### src/rtl/fltctl_pkg.sv
package fltctl_pkg;

  typedef enum logic [1:0] {
    ADR_CODE_A = 2'b00,
    ADR_CODE_B = 2'b01,
    ADR_SMPCTL = 2'b10,
    ADR_POWER  = 2'b11
  } fc_addr_e;

  typedef struct packed {
    logic sleep;
    logic smp_en;
    logic src_a;
  } fc_ctl_t;

  localparam fc_ctl_t CTL_RESET = '{sleep: 1'b0, smp_en: 1'b1, src_a: 1'b1};

endpackage

### src/rtl/fltctl_sync.sv
module fltctl_sync #(
  parameter int          W       = 1,
  parameter int          STAGES  = 2,
  parameter logic [W-1:0] RST_VAL = '0
) (
  input  logic         clk,
  input  logic         rst_n,
  input  logic [W-1:0] d,
  output logic [W-1:0] q
);

  logic [W-1:0] chain [STAGES+1];

  assign chain[0] = d;

  for (genvar s = 0; s < STAGES; s++) begin : g_stg
    logic [W-1:0] stg_q;
    always_ff @(posedge clk or negedge rst_n) begin
      if (!rst_n) stg_q <= RST_VAL;
      else        stg_q <= chain[s];
    end
    assign chain[s+1] = stg_q;
  end

  assign q = chain[STAGES];

endmodule

### src/rtl/fltctl_regs.sv
module fltctl_regs
  import fltctl_pkg::*;
#(
  parameter int CODE_W = 7
) (
  input  logic              clk,
  input  logic              rst_n,
  input  logic              strap,
  input  logic              cs_n,
  input  logic              wr_n,
  input  logic [1:0]        addr,
  input  logic [CODE_W-1:0] data,
  input  fc_ctl_t           pin_ctl,
  output logic [CODE_W-1:0] code_a,
  output logic [CODE_W-1:0] code_b,
  output fc_ctl_t           ctl_eff
);

  logic [CODE_W-1:0] code_a_q, code_a_nx;
  logic [CODE_W-1:0] code_b_q, code_b_nx;
  fc_ctl_t           ctl_q, ctl_nx;
  logic              wr_open;
  fc_addr_e          adr;

  always_comb begin
    adr       = fc_addr_e'(addr);
    wr_open   = !strap && !cs_n && !wr_n;
    code_a_nx = code_a_q;
    code_b_nx = code_b_q;
    ctl_nx    = ctl_q;
    if (strap) begin
      code_a_nx = data;
      code_b_nx = data;
    end else if (wr_open) begin
      case (adr)
        ADR_CODE_A: code_a_nx = data;
        ADR_CODE_B: code_b_nx = data;
        ADR_SMPCTL: begin
          ctl_nx.smp_en = data[0];
          ctl_nx.src_a  = data[1];
        end
        ADR_POWER:  ctl_nx.sleep = ~data[0];
        default:    ;
      endcase
    end
  end

  always_ff @(posedge clk or negedge rst_n) begin
    if (!rst_n) begin
      code_a_q <= '0;
      code_b_q <= '0;
      ctl_q    <= CTL_RESET;
    end else begin
      code_a_q <= code_a_nx;
      code_b_q <= code_b_nx;
      ctl_q    <= ctl_nx;
    end
  end

  assign code_a  = code_a_q;
  assign code_b  = code_b_q;
  assign ctl_eff = strap ? pin_ctl : ctl_q;

endmodule

### src/rtl/fltctl_trackhold.sv
module fltctl_trackhold #(
  parameter int WORD_W = 16
) (
  input  logic              clk,
  input  logic              rst_n,
  input  logic              hold,
  input  logic              src_a,
  input  logic [WORD_W-1:0] word_a,
  input  logic [WORD_W-1:0] word_b,
  output logic [WORD_W-1:0] smp_q
);

  logic              hold_d_q;
  logic              rise;
  logic              load;
  logic [WORD_W-1:0] smp_r, smp_nx;

  always_comb begin
    rise   = hold && !hold_d_q;
    load   = !hold || rise;
    smp_nx = smp_r;
    if (load) smp_nx = src_a ? word_a : word_b;
  end

  always_ff @(posedge clk or negedge rst_n) begin
    if (!rst_n) begin
      hold_d_q <= 1'b0;
      smp_r    <= '0;
    end else begin
      hold_d_q <= hold;
      smp_r    <= smp_nx;
    end
  end

  assign smp_q = smp_r;

endmodule

### src/rtl/fltctl_top.sv
module fltctl_top
  import fltctl_pkg::*;
#(
  parameter int CODE_W      = 7,
  parameter int WORD_W      = 16,
  parameter int SYNC_STAGES = 2
) (
  input  logic              clk,
  input  logic              rst_n,
  input  logic              strap_mode,
  input  logic              cs_n,
  input  logic              wr_n,
  input  logic [1:0]        addr,
  input  logic [CODE_W-1:0] data,
  input  logic              strap_awake,
  input  logic              strap_smp_en,
  input  logic              strap_src_a,
  input  logic              hold,
  input  logic [WORD_W-1:0] word_a,
  input  logic [WORD_W-1:0] word_b,
  output logic [CODE_W-1:0] code_a,
  output logic [CODE_W-1:0] code_b,
  output logic              chan_vld,
  output logic              smp_vld,
  output logic [WORD_W-1:0] smp_word
);

  localparam int BANK_W = CODE_W + 9;
  localparam logic [BANK_W-1:0] BANK_RST =
    {1'b0, 1'b1, 1'b1, 2'b00, {CODE_W{1'b0}}, 3'b111, 1'b0};

  logic              rst_sn;
  logic [BANK_W-1:0] bank_raw, bank_s;
  logic              strap_s, cs_s, wr_s, hold_s;
  logic [1:0]        addr_s;
  logic [CODE_W-1:0] data_s;
  logic [2:0]        pins_s;
  fc_ctl_t           pin_ctl, ctl_eff;
  logic [WORD_W-1:0] smp_q;

  fltctl_sync #(.W(1), .STAGES(SYNC_STAGES), .RST_VAL(1'b0)) u_rst_sync (
    .clk(clk), .rst_n(rst_n), .d(1'b1), .q(rst_sn)
  );

  assign bank_raw = {strap_mode, cs_n, wr_n, addr, data,
                     strap_awake, strap_smp_en, strap_src_a, hold};

  fltctl_sync #(.W(BANK_W), .STAGES(SYNC_STAGES), .RST_VAL(BANK_RST)) u_in_sync (
    .clk(clk), .rst_n(rst_sn), .d(bank_raw), .q(bank_s)
  );

  assign {strap_s, cs_s, wr_s, addr_s, data_s, pins_s, hold_s} = bank_s;

  always_comb begin
    pin_ctl.sleep  = ~pins_s[2];
    pin_ctl.smp_en = pins_s[1];
    pin_ctl.src_a  = pins_s[0];
  end

  fltctl_regs #(.CODE_W(CODE_W)) u_regs (
    .clk(clk), .rst_n(rst_sn), .strap(strap_s), .cs_n(cs_s), .wr_n(wr_s),
    .addr(addr_s), .data(data_s), .pin_ctl(pin_ctl),
    .code_a(code_a), .code_b(code_b), .ctl_eff(ctl_eff)
  );

  fltctl_trackhold #(.WORD_W(WORD_W)) u_th (
    .clk(clk), .rst_n(rst_sn), .hold(hold_s), .src_a(ctl_eff.src_a),
    .word_a(word_a), .word_b(word_b), .smp_q(smp_q)
  );

  assign chan_vld = ~ctl_eff.sleep;
  assign smp_vld  = chan_vld & ctl_eff.smp_en;
  assign smp_word = smp_vld ? smp_q : '0;

endmodule

### config.mk
export PLATFORM = sky130hd
export DESIGN_NAME = fltctl_top
export DESIGN_NICKNAME = d
export VERILOG_FILES = /design/src/rtl/fltctl_pkg.sv /design/src/rtl/fltctl_sync.sv /design/src/rtl/fltctl_regs.sv /design/src/rtl/fltctl_trackhold.sv /design/src/rtl/fltctl_top.sv
export SDC_FILE = /design/constraint.sdc
export NUM_CORES = 1
export LEC_CHECK = 0
export CELL_PAD_IN_SITES_DETAIL_PLACEMENT = 1
export CELL_PAD_IN_SITES_GLOBAL_PLACEMENT = 1
export CORE_MARGIN = 2
export CORE_UTILIZATION = 48
export DETAILED_ROUTE_END_ITERATION = 10
export DONT_BUFFER_PORTS = 1
export GPL_ROUTABILITY_DRIVEN = 0
export PLACE_DENSITY_LB_ADDON = 0.1
export SYNTH_ARGS = -nofsm -noshare
export SYNTH_HDL_FRONTEND = slang
export SYNTH_SLANG_ARGS = --single-unit
export TNS_END_PERCENT = 50
### constraint.sdc
create_clock -name clk -period 2.75 [get_ports clk]
set_clock_uncertainty 0.15 [all_clocks]
set_input_delay 0.55 -clock clk [delete_from_list [all_inputs] [get_ports clk]]
set_output_delay 0.55 -clock clk [all_outputs]
set_load 0.01 [all_outputs]
Yosys cells after proc, flatten, opt, wreduce, memory -nomap -nowiden:

Index checks and enable logic that the tools add are counted.

* memories: 0
* bits of input ports: 50
* memory bits (read-only): 0
* latch bits: 0
* output and inout port bits: 32
* bits in writable memories: 0
* word-level logic and storage cells: 45
* register bits after elaboration: 68

* $add $sub $neg: 0
* reduce and logical (&&, ||, !) cells: 17
* shifts and indexed selects: 0
* divide/modulo/power cells: 0
* multiplexer cells: 9
* bitwise logic cells: 5
* $lt $le $gt $ge: 0
* equality and inequality tests: 3
* multipliers: 0

Operators with widths (count)
* 7-bit 2-to-1 mux: 6
* 16-bit 2-to-1 mux: 2
* 3-bit AND reduction: 2
* 2-bit nonzero test: 3
* 1-bit logical NOT: 5
* 2-bit equality test, second input constant: 2
* 1-bit NOT: 4
* 2-bit AND reduction: 2
* 1-bit logical AND: 3
* 3-bit 2-to-1 mux: 1
* 2-bit by 1-bit equality test with 1-bit output, second input constant: 1
* 2-bit logical NOT: 1
* 1-bit bitwise AND: 1
* 1-bit logical OR: 1

Longest topological paths before layout:

Gate-level depths: netlist of the first run.

* word-level depth: 5
* depth in mapped cells: 5
* depth with buffers taken out: 3

By module:

Synthesis of the first run repeated with hierarchy kept, for this count alone.

* cells, all modules: 176
* area, all modules: 2586.2 um^2

Modules (own cells, without submodules)
* fltctl_trackhold: seq. area each 425.4 um^2, cells each 73, instances 1, area an instance 823.3 um^2
* fltctl_sync (u_in_sync): seq. area each 813.3 um^2, cells each 32, instances 1, area an instance 813.3 um^2
* fltctl_regs: seq. area each 427.9 um^2, cells each 47, instances 1, area an instance 711.9 um^2
* fltctl_top: seq. area each 0.0 um^2, cells each 22, instances 1, area an instance 187.7 um^2
* fltctl_sync (u_rst_sync): seq. area each 50.0 um^2, cells each 2, instances 1, area an instance 50.0 um^2

Worst setup path after synthesis of the first run:

Ideal clock, no wire load.

* path type: register to output
* start: register u_in_sync.g_stg[1].stg_q[15] (netlist: u_in_sync.q[15])
* end: output port smp_word[10]
* arrival: 1198 ps
* buffers on the path: 2
* setup slack: 852 ps
* stages on the path, launching flop included: 6
* data required time: 2050 ps
* path through: dfrtp_1 > buf_6 > nor2_1 > a32o_1 > buf_2 > and2_1

* cells in the longest elaborated chain, start to end: 4

RTL lines
* start, declared: RTL line fltctl_sync.sv:17 `logic [W-1:0] stg_q;`
* start signal, assigned: RTL line fltctl_sync.sv:20 `else stg_q <= chain[s];`
* 3-bit 2-to-1 mux *: RTL line fltctl_regs.sv:62 `assign ctl_eff = strap ? pin_ctl : ctl_q;`
* 1-bit NOT: RTL line fltctl_top.sv:71 `assign chan_vld = ~ctl_eff.sleep;`
* 1-bit bitwise AND *: RTL line fltctl_top.sv:72 `assign smp_vld = chan_vld & ctl_eff.smp_en;`
* via smp_vld: RTL line fltctl_top.sv:24 `output logic smp_vld,`
* 16-bit 2-to-1 mux *: RTL line fltctl_top.sv:73 `assign smp_word = smp_vld ? smp_q : '0;`
* end, declared: RTL line fltctl_top.sv:25 `output logic [WORD_W-1:0] smp_word`

The timed path passes the listed nets; every way through them passes the cells marked *.

Worst setup path in the final report of the first run:

* start: register u_in_sync.g_stg[1].stg_q[15] (netlist: u_in_sync.q[15])
* end: output port smp_word[1]

The elaborated chain is that of the path after synthesis.

==> impl_metrics.tcl, run 1 <==
set metrics [dict create \
    met3_usage_pct 4.89 \
    p_sw_w 0.000496 \
    synth.net_count 218 \
    setup_viol 0 \
    p_int_w 0.00153 \
    synth-seq-area-share_pct 69.9 \
    vias 1293 \
    postLayoutCellArea_sq_mm 0.00268 \
    overflow 0 \
    cts.clk_slew.worst_paths_ps 60 \
    syn_inst 168 \
    core_area_sq_mm 0.00501 \
    wirelength_mm 4.20 \
    power_frac_clock_pct 32.9 \
    crit_arrival_ps 1830 \
    grt_antenna_before_repair 0 \
    cts.sinks 68 \
    crit_fanout 17 \
    slowest_stage "a32o_1" \
    hold_class "in -> reg" \
    cts_tree "done" \
    rows 26 \
    avgRoutedWirePerCell_um 16.9 \
    met2_usage_pct 26.0 \
    dr.pass1.iters 4 \
    swShare_pct 24.5 \
    ant_nets 0 \
    synth_ff_type "dfrtp_1" \
    first_iter_violations 38 \
    finalPower_w 0.00202 \
    p_leak_nw 1.17 \
    htree_levels 3 \
    grt_pass1_vias 1327 \
    worstSetupPathType "reg -> out" \
    comb_power_share_pct 9.3 \
    worst_pin_slew_ps 944 \
    placed_area_sq_mm 0.00252 \
    cts-root-buf "clkbuf_8" \
    ys_top_cells_by_area "dfrtp_1 57%, dfstp_2 13%, mux2_2 6.9%" \
    grt.busiest_layer "met2" \
    ir_drop_uv 440 \
    ys_warn_count 0 \
    cts_made_buffers 9 \
    cts_resized 0 \
    fmax_mhz 395 \
    crit_chain "nor2_1 > a32o_1 > and2_1" \
    yosysUniqueCellTypes 22 \
    status "completed" \
    drc_errors 0 \
    max_cap_violations 0 \
    insertion_delay_ps 330 \
    grt_max_degree 36 \
    slew_viol_final 0 \
    ioPinCount 82 \
    area.growth.synth_to_final_pct 9.33 \
    syn_area_per_cell_sq_um 14.6 \
    synth-async-reset-ratio_pct 100 \
    power_density_mw_per_mm2 753 \
    period_needed_ps 2530 \
    seqPwrFrac_pct 57.8 \
    synth_edf_count 0 \
    viasPerCell 5.21 \
    clockBufferDepth 2 \
    drive_gt1_share_pct 25.3 \
    final.setup.tns_ps 0 \
    fp.dieArea_sq_mm 0.00570 \
    fin_util_pct 53.6 \
    die_h_um 75.5 \
    worst_setup_path_start_kind "register" \
    synth_seq_cells 68 \
    dp.final_hpwl_mm 3.07 \
    slowest_delay_ps 510 \
    rsz0062_at_grt "no" \
    grt_use_met1_pct 18.1 \
    nets 225 \
    grt_pass1_wl_mm 6.25 \
    layout_worst_path_cycle_share_pct 92.1 \
    portBuffers 0 \
    die_w_um 75.5 \
    yosys.area.top_type "dfrtp_1" \
    endpoint_kind "output port" \
    hold_viol 0 \
    required_ps 2050 \
    track_usage_pct 15.8 \
    antenna_cells 0 \
    initial_core_util_pct 49.0 \
    synth_top_area_share_pct 57.1 \
    synth_area_sq_mm 0.00245 \
    slew_headroom_pct 36.9 \
]
==> final timing paths <==
| check | from | endpoint | slack (ps) | depth (start not counted) |
|---|---|---|---|---|
| max reg2reg | u_in_sync.q[15]$_DFF_PN0_ | u_th.smp_q[5]$_DFFE_PN0P_ | 720 | 3 |
| max in group asynchronous | u_rst_sync.q$_DFF_PN0_ | u_th.smp_q[7]$_DFFE_PN0P_ | 1650 | 1 |
| min | strap_awake | u_in_sync.g_stg[0].stg_q[3]$_DFF_PN1_ | 70 | 0 |
| min in group asynchronous | u_rst_sync.q$_DFF_PN0_ | u_in_sync.g_stg[0].stg_q[4]$_DFF_PN0_ | 180 | 0 |
| max | u_in_sync.q[15]$_DFF_PN0_ | smp_word[1] | 220 | 3 |
| min reg2reg | u_rst_sync.q$_DFF_PN0_ | u_in_sync.g_stg[0].stg_q[4]$_DFF_PN0_ | 180 | 0 |
==> cell usage after synthesis, types with 2 or more instances <==
cell,instances
mux2_2,15
nor2_1,17
and2_1,17
clkbuf_1,3
mux2i_1,16
dfrtp_1,56
dfstp_2,12
a21oi_1,17
a21oi_2,2
==> critical path, delay by kind of cell, from the launching register on <==
family / cells / cell delay (ps)
simple gates: 2 / 490
flops: 1 / 500
compound gates: 1 / 510
==> what timing repair did <==
action | 4_1_cts | 5_1_grt
hold buffers | 1 | 0
hold endpoints to repair | 2 | 0
setup buffers | 0 | 0
==> power groups by stage <==
stage / logic, W / registers, W / clock network [W]
6_report: 0.000188 / 0.00117 / 0.000665
5_1_grt: 0.000212 / 0.00118 / 0.000733
4_1_cts: 0.000194 / 0.00117 / 0.000693
3_5_place_dp: 0.000193 / 0.00119 / 0
3_3_place_gp: 0.000180 / 0.00118 / 0
2_1_floorplan: 0.000164 / 0.00117 / 0
==> routing by layer <==
layer  vias to the layer above  wire length, um
met4                         0               94
met1                       659             1590
li1                        573                -
met5                         -                0
met2                        52             2220
met3                         9              296
==> cell families (layout without fill, tap and decap cells) <==
| group | count (synthesis) | count (layout) | synth area share, % |
|---|---|---|---|
| compound gates | 22 | 22 | 5.15 |
| buf+inv | 7 | 17 | 2.09 |
| flops | 68 | 68 | 69.9 |
| mux | 33 | 33 | 14.8 |
| other cells | 1 | 1 | 0.153 |
| simple gates | 37 | 37 | 7.90 |
==> metrics by stage <==
step | cells | worst slack, ps | hold WS [ps]
after detailed placement | 233 | 553 | 104
after global placement | 233 | 644 | 104
after global routing | 248 | 76.1 | 43.4
after floorplan | 168 | 587 | 104
final | 248 | 218 | 66.9
after CTS | 248 | 169 | 46.2
==> registers in the layout, summed over array words and instances, names as in the netlist <==
| register | cells |
|---|---|
| u_regs.code_a | 7 |
| u_regs.code_b | 7 |
| u_rst_sync.q | 1 |
| u_in_sync.q | 16 |
| u_rst_sync.g_stg.stg_q | 1 |
| u_th.smp_q | 16 |
| u_regs.ctl_q | 3 |
| u_th.hold_d_q | 1 |
| u_in_sync.g_stg.stg_q | 16 |
==> final cells by class <==
cell class / count / area [sq um]
fillers: 516 / 2330
flip-flops and latches: 68 / 1720
multi-input cells: 93 / 687
clock buffers: 12 / 145
well taps: 70 / 87.6
repair buffers: 2 / 30.0
clock inverters: 2 / 12.5
inverters: 1 / 3.75
==> placed cells by master (no fill, tap or decap), types with 2 or more instances in the layout <==
master | synthesis | layout
a21oi_1 | 17 | 17
a21oi_2 | 2 | 2
and2_1 | 17 | 17
clkbuf_1 | 3 | 2
clkbuf_8 | 0 | 10
dfrtp_1 | 56 | 55
dfstp_2 | 12 | 12
mux2_2 | 15 | 15
mux2i_1 | 16 | 16
nor2_1 | 17 | 17
Power figures use the tool's default switching activity.
==> inputs of run 2 (changes only) <==
--- a/config.mk
+++ b/config.mk
@@ -8,12 +8,13 @@
 export CELL_PAD_IN_SITES_DETAIL_PLACEMENT = 1
 export CELL_PAD_IN_SITES_GLOBAL_PLACEMENT = 1
 export CORE_MARGIN = 2
-export CORE_UTILIZATION = 48
+export CORE_UTILIZATION = 49
 export DETAILED_ROUTE_END_ITERATION = 10
 export DONT_BUFFER_PORTS = 1
 export GPL_ROUTABILITY_DRIVEN = 0
 export PLACE_DENSITY_LB_ADDON = 0.1
 export SYNTH_ARGS = -nofsm -noshare
 export SYNTH_HDL_FRONTEND = slang
+export SYNTH_HIERARCHICAL = 1
 export SYNTH_SLANG_ARGS = --single-unit
 export TNS_END_PERCENT = 50
==> run 2 against run 1 <==
Cell area increased by 5.5%. Critical path type unchanged. Setup slack improved by 210 ps. Combinational power increased by 14%. Synthesized area increased by 5.4%. Largest power group unchanged.
==> impl_metrics.tcl, run 2 <==
set metrics [dict create \
    status "completed" \
    synth_commonest_cells "56 x dfrtp_1, 18 x mux2_2, 17 x mux2i_1" \
    syn_inst 176 \
    vias 1418 \
    dp.final_hpwl_mm 3.42 \
    cts_resized 0 \
    reg2reg_from "u_in_sync/q[15]$_DFF_PN0_" \
    clockBufferDepth 2 \
    avgRoutedWirePerCell_um 19.0 \
    ys_top_cells_by_area "dfrtp_1 54%, dfstp_2 12%, mux2_2 7.8%" \
    synth-xor-area-share_pct 0 \
    syn_area_per_cell_sq_um 14.7 \
    postLayoutCellArea_sq_mm 0.00283 \
    crit_fanout 17 \
    fin_util_pct 55.4 \
    synth_top_area_share_pct 54.2 \
    synth-seq-area-share_pct 66.4 \
    worstSetupPathType "reg -> out" \
    worst_setup_path_start_kind "register" \
    synth-simple-area-share_pct 10.8 \
    insertion_delay_ps 340 \
    timing.rr.end "u_th/smp_q[15]$_DFFE_PN0P_" \
    p_leak_nw 1.26 \
    wirelength_mm 4.86 \
    final_cells 256 \
    cts-root-buf "clkbuf_8" \
    fmax_mhz 430 \
    overflow 0 \
    htree_levels 3 \
    ff_latch_area_sq_mm 0.00172 \
    worst_pin_slew_ps 741 \
    cts_tree "done" \
    grt_max_degree 35 \
    final.setup.tns_ps 0 \
    required_ps 2050 \
    area.growth.synth_to_final_pct 9.43 \
    ir_drop_uv 522 \
    cts.sinks 68 \
    endpoint_kind "output port" \
    portBuffers 0 \
    drive_gt1_share_pct 31.9 \
    cts_made_buffers 9 \
    synth_seq_cells 68 \
    fp.dieArea_sq_mm 0.00588 \
    layout_worst_path_cycle_share_pct 84.6 \
    placed_area_sq_mm 0.00261 \
    hold_class "in -> reg" \
    die_h_um 76.7 \
    power_density_mw_per_mm2 788 \
    first_iter_violations 77 \
    layout.cells.most_common "dfrtp_1" \
    rsz0062_at_grt "no" \
    hold_viol 0 \
    yosys.area.top_type "dfrtp_1" \
    grt_antenna_before_repair 1 \
    layout_common_cells "55 x dfrtp_1, 18 x mux2_2, 17 x mux2i_1" \
    dr.pass1.iters 4 \
    period_needed_ps 2330 \
    die_w_um 76.7 \
    nFillCells 497 \
    hold_depth 0 \
    ioPinCount 82 \
    yosysUniqueCellTypes 22 \
    synth_ff_type "dfrtp_1" \
    core_area_sq_mm 0.00511 \
    pre_cts_slack_ps 780 \
    hp-start "cs_n" \
    synth_area_sq_mm 0.00259 \
    setup_viol 0 \
    reg2reg_depth 3 \
    r2r_setup_slack_ps 1030 \
    viasPerCell 5.54 \
    multiInputGateArea_sq_um 758 \
    track_usage_pct 18.7 \
    synth_top_family_by_area "multiplexers" \
    rows 26 \
    max_cap_violations 0 \
    slew_viol_final 0 \
    synth-compound-area-share_pct 3.97 \
    synth-async-reset-ratio_pct 100 \
    grt_pass1_vias 1584 \
    yosysMostFrequentCell "dfrtp_1" \
    yosys-mux-area-fraction_pct 14.4 \
    synth.net_count 226 \
    synth_edf_count 0 \
    cts.clk_slew.worst_paths_ps 70 \
    slew_headroom_pct 50.6 \
    grt_pass1_wl_mm 8.27 \
    ys_warn_count 6 \
    place_inst 238 \
    ant_nets 0 \
    fin_ws_ps 424 \
    nets 230 \
    drc_errors 0 \
    hold_end "u_in_sync/g_stg[0].stg_q[14]$_DFF_PN1_" \
    crit_arrival_ps 1630 \
    initial_core_util_pct 50.6 \
    synthAdderAreaFrac_pct 0 \
]
## run 2: cell types whose count changed in the layout (fill, tap and decap cells not counted), sizes merged, moves of 2 or more
cell,before,now
mux2,16,18
nor2,17,1
nand3,0,16
o21ai,0,17
inv,1,4
and3b,0,16
and2,17,1
a21oi,19,2
clkinv,1,3
## run 2: through the flow
stage	hold WS, ps	total power (W)
detailed placement	104	0.00141
global route	23.5	0.00235
global placement	104	0.00139
CTS	35.4	0.00226
finish	57.2	0.00223
floorplan	104	0.00137
## run 2: power breakdown
| part | internal, W | total (W) | switching [W] |
|---|---|---|---|
| Combinational | 0.0000981 | 0.000214 | 0.000116 |
| Sequential | 0.00110 | 0.00117 | 0.0000763 |
| Clock | 0.000469 | 0.000842 | 0.000373 |
| Total | 0.00166 | 0.00223 | 0.000565 |
## run 2: worst max path at each step
stage,startpoint,end,slack [ps],cells after the start
floorplan,u_rst_sync/q$_DFF_PN0_,u_in_sync/g_stg[0].stg_q[0]$_DFF_PN0_,590,0
global placement,u_in_sync/q[15]$_DFF_PN0_,smp_word[15],830,2
detailed placement,u_in_sync/q[15]$_DFF_PN0_,smp_word[6],780,2
CTS,u_in_sync/q[15]$_DFF_PN0_,smp_word[6],400,2
global route,u_in_sync/q[15]$_DFF_PN0_,smp_word[6],330,2
finish,u_in_sync/q[15]$_DFF_PN0_,smp_word[6],420,2
## run 2: critical path: stages (launching register included)
cell and delay (ps):
dfrtp_1 500, mux2_2 500, and3b_2 290
## run 2: repair_timing
action / in CTS / in global routing
buffers inserted: 0 / 0
hold buffers: 1 / 0
hold endpoints to repair: 2 / 0
## run 2: layout make-up
class	instances	area share, %
clock buffers	11	5.35
diodes	1	0.0884
well taps	70	3.09
multi-input cells	94	26.8
flip-flops and latches	68	60.7
clock inverters	5	2.12
inverters	4	0.531
repair buffers	3	1.33
## run 2: layer usage
| metal | part of all wire (%) | GRT usage, % | vias up | routed length [um] |
|---|---|---|---|---|
| met5 | 0 | 0 | - | 0 |
| met4 | 1.7 | 7.64 | 0 | 85 |
| met3 | 6.4 | 7.53 | 8 | 312 |
| met2 | 52 | 29.9 | 62 | 2510 |
| met1 | 40 | 22.7 | 725 | 1950 |
| li1 | - | - | 623 | - |
## run 2: cell families (layout without fill, tap and decap cells)
group                  count (synthesis)  in the layout
flip-flops                            68             68
AND/OR/NAND/NOR                       39             39
multiplexers                          35             35
AO/OA/AOI/OAI                         19             19
buffers and inverters                 14             23
other                                  1              2
